$ cat src/rtl/qenc_pkg.sv
package qenc_pkg;
    // Per-clock result of the phase decoder
    typedef struct packed {
        logic step;  // one legal transition seen
        logic up;    // direction of that transition
        logic bad;   // both phases changed together
    } qenc_move_t;
endpackage

$ cat src/rtl/qenc_sync.sv
module qenc_sync #(
    parameter int W      = 2,
    parameter int STAGES = 2
) (
    input  logic         clk,
    input  logic         rst_n,
    input  logic [W-1:0] din,
    output logic [W-1:0] dout
);
    logic [W-1:0] stage_q [STAGES];

    for (genvar s = 0; s < STAGES; s++) begin : g_stage
        always_ff @(posedge clk or negedge rst_n) begin
            if (!rst_n)      stage_q[s] <= '0;
            else if (s == 0) stage_q[s] <= din;
            else             stage_q[s] <= stage_q[(s == 0) ? 0 : s-1];
        end
    end

    assign dout = stage_q[STAGES-1];
endmodule

$ cat src/rtl/qenc_decode.sv
module qenc_decode
    import qenc_pkg::*;
(
    input  logic       clk,
    input  logic       rst_n,
    input  logic [1:0] ph,     // {a, b}, already synchronised
    output qenc_move_t mv
);
    logic [1:0] prev_d, prev_q;
    logic [1:0] diff;

    always_comb begin
        diff    = ph ^ prev_q;
        prev_d  = ph;
        mv.step = (diff == 2'b01) || (diff == 2'b10);
        mv.bad  = (diff == 2'b11);
        // forward order 00,01,11,10: old A differs from new B
        mv.up   = prev_q[1] ^ ph[0];
    end

    always_ff @(posedge clk or negedge rst_n) begin
        if (!rst_n) prev_q <= 2'b00;
        else        prev_q <= prev_d;
    end
endmodule

$ cat src/rtl/qenc_pulse.sv
module qenc_pulse #(
    parameter int PULSE_CLKS = 2500,
    parameter int MISS_W     = 8
) (
    input  logic              clk,
    input  logic              rst_n,
    input  logic              hit,
    input  logic              en,
    input  logic              clr,
    output logic              active,
    output logic [MISS_W-1:0] miss
);
    localparam int LW = $clog2(PULSE_CLKS + 1);

    typedef struct packed {
        logic              act;
        logic [LW-1:0]     left;
        logic [MISS_W-1:0] miss;
    } pstate_t;

    pstate_t st_d, st_q;

    always_comb begin
        st_d = st_q;
        if (st_q.act) begin
            if (st_q.left == '0) st_d.act  = 1'b0;
            else                 st_d.left = st_q.left - 1'b1;
        end
        if (hit && en) begin
            if (st_q.act) begin
                if (st_q.miss != '1) st_d.miss = st_q.miss + 1'b1;
            end else begin
                st_d.act  = 1'b1;
                st_d.left = LW'(PULSE_CLKS - 1);
            end
        end
        if (!en || clr) begin
            st_d.act  = 1'b0;
            st_d.left = '0;
        end
    end

    always_ff @(posedge clk or negedge rst_n) begin
        if (!rst_n) st_q <= '0;
        else        st_q <= st_d;
    end

    assign active = st_q.act;
    assign miss   = st_q.miss;
endmodule

$ cat src/rtl/qenc_step_trigger.sv
module qenc_step_trigger
    import qenc_pkg::*;
#(
    parameter int CNT_W      = 24,
    parameter int STEP       = 50,
    parameter int PULSE_CLKS = 2500,
    parameter int MISS_W     = 8
) (
    input  logic              clk,
    input  logic              rst_n,
    input  logic              enc_a,
    input  logic              enc_b,
    input  logic              en,
    input  logic              cnt_clr,
    output logic              trig_n,
    output logic [CNT_W-1:0]  count,
    output logic              phase_err,
    output logic [MISS_W-1:0] miss_cnt
);
    localparam logic signed [CNT_W-1:0] STEP_POS = CNT_W'(STEP);
    localparam logic signed [CNT_W-1:0] STEP_NEG = -STEP_POS;

    typedef struct packed {
        logic [CNT_W-1:0] pos;
        logic [CNT_W-1:0] ref_pt;
        logic             err;
    } tstate_t;

    logic [1:0]              ph_sync;
    qenc_move_t              dec_mv;
    logic                    dec_bad;
    logic                    hit;
    logic                    pulse_on;
    logic signed [CNT_W-1:0] travel;
    tstate_t                 st_d, st_q;

    qenc_sync #(.W(2), .STAGES(2)) u_sync (
        .clk  (clk),
        .rst_n(rst_n),
        .din  ({enc_a, enc_b}),
        .dout (ph_sync)
    );

    qenc_decode u_dec (
        .clk  (clk),
        .rst_n(rst_n),
        .ph   (ph_sync),
        .mv   (dec_mv)
    );

    assign dec_bad = dec_mv.bad;

    always_comb begin
        st_d   = st_q;
        travel = st_q.pos - st_q.ref_pt;
        hit    = (travel >= STEP_POS) || (travel <= STEP_NEG);
        if (hit)
            st_d.ref_pt = st_q.pos;
        if (dec_mv.step)
            st_d.pos = dec_mv.up ? st_q.pos + 1'b1 : st_q.pos - 1'b1;
        if (dec_mv.bad)
            st_d.err = 1'b1;
        if (cnt_clr) begin
            st_d.pos    = '0;
            st_d.ref_pt = '0;
        end
    end

    always_ff @(posedge clk or negedge rst_n) begin
        if (!rst_n) st_q <= '0;
        else        st_q <= st_d;
    end

    qenc_pulse #(.PULSE_CLKS(PULSE_CLKS), .MISS_W(MISS_W)) u_pulse (
        .clk   (clk),
        .rst_n (rst_n),
        .hit   (hit && !cnt_clr),
        .en    (en),
        .clr   (cnt_clr),
        .active(pulse_on),
        .miss  (miss_cnt)
    );

    assign trig_n    = !pulse_on;
    assign count     = st_q.pos;
    assign phase_err = st_q.err;
endmodule

$ cat config.mk
export PLATFORM = sky130hd
export DESIGN_NAME = qenc_step_trigger
export DESIGN_NICKNAME = d
export VERILOG_FILES = /design/src/rtl/qenc_pkg.sv /design/src/rtl/qenc_sync.sv /design/src/rtl/qenc_decode.sv /design/src/rtl/qenc_pulse.sv /design/src/rtl/qenc_step_trigger.sv
export SDC_FILE = /design/constraint.sdc
export NUM_CORES = 1
export LEC_CHECK = 0
export ABC_AREA = 1
export BUFFER_PORTS_ARGS = -buffer_cell sky130_fd_sc_hd__buf_2
export CAP_MARGIN = 20
export CELL_PAD_IN_SITES_DETAIL_PLACEMENT = 2
export CELL_PAD_IN_SITES_GLOBAL_PLACEMENT = 2
export CORE_MARGIN = 3
export CORE_UTILIZATION = 35
export CTS_CLUSTER_DIAMETER = 200
export CTS_CLUSTER_SIZE = 28
export DETAILED_ROUTE_END_ITERATION = 10
export PLACE_DENSITY = 0.93
export SYNTH_ARGS = -nofsm -noshare
export SYNTH_HDL_FRONTEND = slang
export SYNTH_SLANG_ARGS = --single-unit
$ cat constraint.sdc
create_clock -name clk -period 4.76 [get_ports clk]
set_input_delay 0.476 -clock clk [delete_from_list [all_inputs] [get_ports clk]]
set_output_delay 0.476 -clock clk [all_outputs]
set_load 0.01 [all_outputs]
==> flow_summary.json, run 1 <==
{
  "status": "completed",
  "hold_class": "input pin to register",
  "post_cts_buffers": 0,
  "grt_first_pass_wirelength_mm": 42.93,
  "nets": 1112,
  "vias": 6955,
  "clkTransAtPathRegs_ps": 70,
  "fp-row-count": 50,
  "port_buffers": 39,
  "fillers": 2340,
  "crit_required_ps": 5050,
  "post-route-period-util_pct": 78.04,
  "drc": 0,
  "first_iter_violations": 323,
  "syn_to_final_growth_pct": 8.273,
  "grt_pass1_vias": 7895,
  "hold_depth": 1,
  "drv_cap": 0,
  "avgRoutedWirePerCell_um": 20.62,
  "synth_area_per_cell_um2": 6.453,
  "yosys-top-cells-area": "dfrtp_1 (28%), nand2_1 (22%), ha_1 (8.9%), inv_1 (8.3%), nand3_1 (5.1%)",
  "synth_cell_types": 34,
  "antenna_left": 0,
  "netlist_instances": 1043,
  "io_pins": 40,
  "ys_seq_elements": 76,
  "hpwl_mm": 19.61,
  "fmax_mhz": 269.2,
  "synth_top_area_share_pct": 28.26,
  "core-area_mm2": 0.01877,
  "vias_per_cell": 5.371,
  "worstSetupPathType": "register to register",
  "grt-ovfl-total": 0,
  "tns_ps": 0,
  "period_needed_ps": 3715,
  "setup_viol_count_final": 0,
  "dieHeight_um": 144.7,
  "netlist_area_mm2": 0.006730,
  "htreeDepth": 3,
  "syn_nets": 1099,
  "clockBufferDepth": 2,
  "grt.total_usage_pct": 26.42,
  "max_slew_margin_pct": 42.21,
  "hold_viol": 0,
  "yosys.area.top_type": "dfrtp_1",
  "n_antenna_cell": 0,
  "cp-end-kind": "register",
  "initial_utilization_pct": 35.86,
  "place_congestion": 0.8464,
  "yosys_warnings": 0,
  "final_cell_mix": "nand2_1 (386), inv_1 (149), nor2_1 (87), dfrtp_1 (76), nand3_1 (69)",
  "grt_max_degree": 64,
  "drtPass1Iterations": 4,
  "wl_mm": 26.70,
  "cts_sinks": 76,
  "cts_root_buffer": "clkbuf_16",
  "die_w_um": 144.7,
  "antenna_found_initial": 0,
  "ff2ff_path_depth": 19,
  "cts_tree": "yes",
  "yosysSeqAreaShare_pct": 28.26,
  "hold_ws_ps": 213.0,
  "clock_latency_ps": 360,
  "finalClockSkew_ps": 13.93,
  "cp_data_arrival_time_ps": 4000,
  "final_common_cell": "nand2_1",
  "drive_gt1_share_pct": 6.598,
  "rsz0062_at_grt": "false",
  "startpoint_type": "register",
  "drv_slew": 0,
  "worst_pin_slew_ps": 866.9,
  "dieArea_mm2": 0.02093,
  "crit_path_max_fanout": 24,
  "cts_buffers": 9
}
-- Yosys cell counts --
cell type,number
buf_6,4
xnor2_1,17
a22o_1,1
dfrtp_1,76
or2_2,3
o211ai_1,3
buf_4,32
clkbuf_1,5
nor2_4,1
ha_1,48
nor2_1,87
a21oi_1,43
nand2_1,386
clkinv_1,1
a21o_1,3
o21bai_1,3
nor3_1,7
a32o_1,1
fa_1,2
nand4_1,27
nand3_1,69
o211a_1,1
nor4_1,4
a21boi_0,1
and3_1,1
inv_1,149
a31o_2,2
nand3b_1,3
xor2_1,22
nand4_2,2
o21ai_0,36
a21oi_4,1
nor2_2,1
nand2_2,1
-- repair_timing --
action | 4_1_cts | 5_1_grt
hold endpoints to repair | 13 | 0
resized for setup | 0 | 0
hold buffers | 1 | 0
setup endpoints to repair | 0 | 0
-- flip-flops by register name (all words and copies together), names as in the netlist, 2 cells and up --
| name | cells |
|---|---|
| count | 24 |
| st_q | 24 |
| u_pulse.st_q | 12 |
| u_pulse.miss | 8 |
| u_dec.prev_q | 2 |
| u_sync.dout | 2 |
| u_sync.stage_q | 2 |
-- cell families (layout without fill, tap and decap cells) --
group,after synthesis,count (layout),synth area share (%)
AOI/OAI and AO/OA,95,95,7.920
xor gates and xnor gates,39,39,5.075
adders and majority gates,50,50,9.519
buffers and inverters,191,209,12.88
DFF,76,76,28.26
and+or+nand+nor,592,592,36.34
-- final timing paths --
check	from	end	slack (ps)
worst max-delay path	count[0]	st_q[8]	1050
worst min-delay path	enc_a	u_sync.stage_q[3]	210
worst max register to register	count[0]	st_q[8]	1050
worst min register to register	u_sync.stage_q[2]	u_sync.dout[0]	360
max in group asynchronous	rst_n	count[9]	3130
min in group asynchronous	rst_n	u_pulse.miss[5]	500
-- cell type report --
class | instances | area (um2) | area share [%]
multi-input combinational | 776 | 3969 | 54.46
inverter | 150 | 563.0 | 7.727
tap | 234 | 292.8 | 4.018
sequential | 76 | 1902 | 26.10
clock inverter | 7 | 105.1 | 1.442
timing repair buffer | 43 | 230.2 | 3.159
clock buffer | 9 | 225.2 | 3.091
-- layer usage --
| layer | track usage (%) | vias up | wire length [um] |
|---|---|---|---|
| met3 | 3.188 | 39 | 584 |
| li1 | - | 3299 | - |
| met1 | 32.46 | 3506 | 11520 |
| met4 | 7.364 | 0 | 577 |
| met2 | 48.60 | 111 | 14020 |
| met5 | 0 | - | 0 |
-- per-stage QoR --
stage	std cells	cell area (um2)	utilization [%]	setup slack (ps)
6_report	1295	7287	38.83	1045
5_1_grt	1295	7287	38.83	600.7
4_1_cts	1295	7287	38.83	1046
3_5_place_dp	1278	6947	37.01	1114
3_3_place_gp	1278	6947	37.01	1460
2_1_floorplan	1043	6730	-	1223
-- worst max-delay path, stage by stage (launching register included) --
cell	delay (ps)
dfrtp_1	490
inv_1	110
ha_1	170
inv_1	90
fa_1	420
nand2_1	120
nand2_1	80
nand3_1	120
nand2_1	100
nand2_1	120
nand2_1	80
nand2_1	90
nand2_1	100
nor2_1	120
nand2_1	70
nor2_1	130
nand4_2	190
a21oi_4	680
nand2_1	200
nand2_1	140
Power of run 1 is left out: the tool's default activity adds up to more than one toggle a clock period on the data nets, which glitch-free logic cannot reach.
==> inputs of run 2 (changes only) <==
- ABC_AREA: 1 -> 0
- CORE_UTILIZATION: 35 -> 38
- PLACE_DENSITY: 0.93 -> 0.91
- clock period: 4.76 -> 3.5 ns (I/O delays scaled with it)
==> flow_summary.json, run 2 <==
{
  "status": "finished, violations left",
  "violations": "negative setup slack",
  "slowest_delay_ps": 530,
  "tns_ps": -31250,
  "synth_cell_types": 66,
  "final_common_cell": "buf_4",
  "finalClockSkew_ps": 19.61,
  "synth.area.mux_share_pct": 7.447,
  "grt_first_pass_wirelength_mm": 51.77,
  "io_pins": 40,
  "clock_latency_ps": 380,
  "synth_top_family_by_area": "simple AND/OR/NAND/NOR gates",
  "port_buffers": 39,
  "cts_sinks": 76,
  "synth_edf_count": 0,
  "cpLargestDelayFamily": "compound AO/OA/AOI/OAI gates",
  "yosys_warnings": 0,
  "drv_slew": 0,
  "max_slew_margin_pct": 41.12,
  "crit_start": "count[0]",
  "core-area_mm2": 0.01600,
  "r2r_start": "count[0]",
  "grt.total_usage_pct": 38.51,
  "dieHeight_um": 134.2,
  "hold_viol": 0,
  "worst_pin_slew_ps": 875.1,
  "n_antenna_cell": 0,
  "drv_cap": 0,
  "drc": 0,
  "place_congestion": 0.9162,
  "drtPass1Iterations": 5,
  "hpwl_mm": 17.83,
  "nets": 878,
  "worst_path_max_delay_cell": "a2111oi_0",
  "rsz0062_at_grt": "true",
  "cts_buffers": 9,
  "wl_mm": 41.79,
  "hold_end": "u_sync.stage_q[3]",
  "fp-row-count": 46,
  "clkTransAtPathRegs_ps": 80,
  "post-route-period-util_pct": 124.1,
  "dieArea_mm2": 0.01802,
  "cp_data_arrival_time_ps": 4560,
  "post_dp_cell_area_mm2": 0.006885,
  "hold_depth": 1,
  "netlist_area_mm2": 0.006250,
  "antenna_left": 0,
  "syn_nets": 783,
  "cts_root_buffer": "clkbuf_16",
  "synth-xor-area-share_pct": 7.708,
  "ys_seq_elements": 76,
  "syn_to_final_growth_pct": 35.88,
  "synth_top_area_share_pct": 30.43,
  "vias": 7428,
  "cp-end-kind": "register",
  "cts_tree": "yes",
  "synthArstFlopShare_pct": 100.0,
  "htreeDepth": 3,
  "pre_cts_ws_ps": -587.1,
  "worstSetupPathType": "register to register",
  "final_area_mm2": 0.008492,
  "drive_gt1_share_pct": 35.79,
  "path_cells": "inv_2 > ha_4 > inv_4 > fa_2 > buf_4 > a21oi_1 > nor2b_1 > buf_4 > a2111oi_0 > nor2_1 > nor2_1 > a221o_1 > nor4bb_4 > nand4b_1 > o21a_4 > buf_6 > mux2i_1 > nor2_1",
  "crit_path_max_fanout": 8,
  "hold_class": "input pin to register",
  "synthAdderAreaFrac_pct": 10.25,
  "final_cell_mix": "buf_4 (84), nor2_1 (78), dfrtp_1 (74), buf_2 (39)",
  "hold_path_startpoint": "enc_a",
  "synth.most_common_cell": "nor2_1",
  "r2r_slack_ps": -840,
  "period_needed_ps": 4345,
  "setup_viol_count_final": 55,
  "hold_ws_ps": 71.00,
  "synth_compound_area_share_pct": 17.94,
  "first_iter_violations": 1063,
  "finalWorstSetupSlack_ps": -844.8,
  "avgRoutedWirePerCell_um": 40.06,
  "synthTopCellsByCount": "nor2_1 (100), dfrtp_1 (76), a21oi_1 (52), ha_1 (48), mux2i_1 (42)",
  "yosys-top-cells-area": "dfrtp_1 (30%), ha_1 (9.6%), mux2i_1 (6.7%), nor2_1 (6.0%), xnor2_1 (5.3%)",
  "fmax_mhz": 230.2,
  "crit_required_ps": 3710,
  "antenna_found_initial": 1,
  "synth_area_per_cell_um2": 8.597,
  "vias_per_cell": 7.122,
  "yosys.area_share.simple_pct": 17.98,
  "startpoint_type": "register",
  "synth_ff_type": "dfrtp_1",
  "fillers": 1637,
  "grt-ovfl-total": 0,
  "clockBufferDepth": 2,
  "critPathMostFrequentCell": "nor2_1",
  "netlist_instances": 727,
  "ff2ff_path_depth": 18,
  "initial_utilization_pct": 39.06,
  "die_w_um": 134.2,
  "yosysSeqAreaShare_pct": 30.43,
  "rr_endpoint": "st_q[23]",
  "crit_buf_inv": 5,
  "grt_pass1_vias": 7403,
  "grt_max_degree": 77,
  "yosys.area.top_type": "dfrtp_1"
}
[run 2: metrics by stage]
stage | std cells | util [%]
2_1_floorplan | 727 | -
3_3_place_gp | 986 | 43.03
3_5_place_dp | 986 | 43.03
4_1_cts | 1027 | 49.28
5_1_grt | 1043 | 53.07
6_report | 1043 | 53.07
[run 2: cell type report]
cell class | count | area [um2] | area share, %
tap | 216 | 270.3 | 3.183
clock inverter | 6 | 87.58 | 1.031
timing repair buffer | 141 | 1081 | 12.73
clock buffer | 10 | 229.0 | 2.696
inverter | 40 | 152.6 | 1.798
multi-input combinational | 554 | 4767 | 56.14
sequential | 76 | 1904 | 22.43
[run 2: what timing repair did]
action / in CTS / in global routing
gates cloned: 3 / 0
endpoints found under the hold margin: 0 / 9
pin swaps: 47 / 41
buffers inserted: 22 / 20
hold buffers: 0 / 1
setup endpoints to repair: 53 / 56
resized for setup: 96 / 106
[run 2: metal layers]
| metal | track usage (%) | routed length [um] | vias up | share of wire (%) |
|---|---|---|---|---|
| met5 | 0 | 17 | - | 0.041 |
| met4 | 19.23 | 3788 | 2 | 9.1 |
| met3 | 6.977 | 4081 | 295 | 9.8 |
| met2 | 64.53 | 19010 | 657 | 46 |
| met1 | 47.67 | 14890 | 3731 | 36 |
| li1 | - | - | 2743 | - |
[run 2: cell families after synthesis]
family	after synthesis
flip-flops	76
AND/OR/NAND/NOR	234
buffers and inverters	97
AO/OA/AOI/OAI	169
multiplexers	46
adder cells (fa/ha/maj)	50
XOR/XNOR	55
[run 2: how the worst max path moves through the flow]
| stage | endpoint | cells after the start | slack, ps |
|---|---|---|---|
| 2_1_floorplan | count[23] | 13 | -4 |
| 3_3_place_gp | u_pulse.miss[1] | 16 | -140 |
| 3_5_place_dp | st_q[19] | 17 | -590 |
| 4_1_cts | count[23] | 14 | -230 |
| 5_1_grt | st_q[23] | 18 | -880 |
| 6_report | st_q[23] | 18 | -840 |
[run 2: worst register-to-register path: cells and delay by family (launching register included)]
family | cells | cell delay (ps)
AO/OA/AOI/OAI | 4 | 1290
adder cells (fa/ha/maj) | 2 | 540
buffers and inverters | 5 | 750
flip-flops | 1 | 420
multiplexers | 1 | 340
AND/OR/NAND/NOR | 6 | 840
Power of run 2 is left out for the same reason.
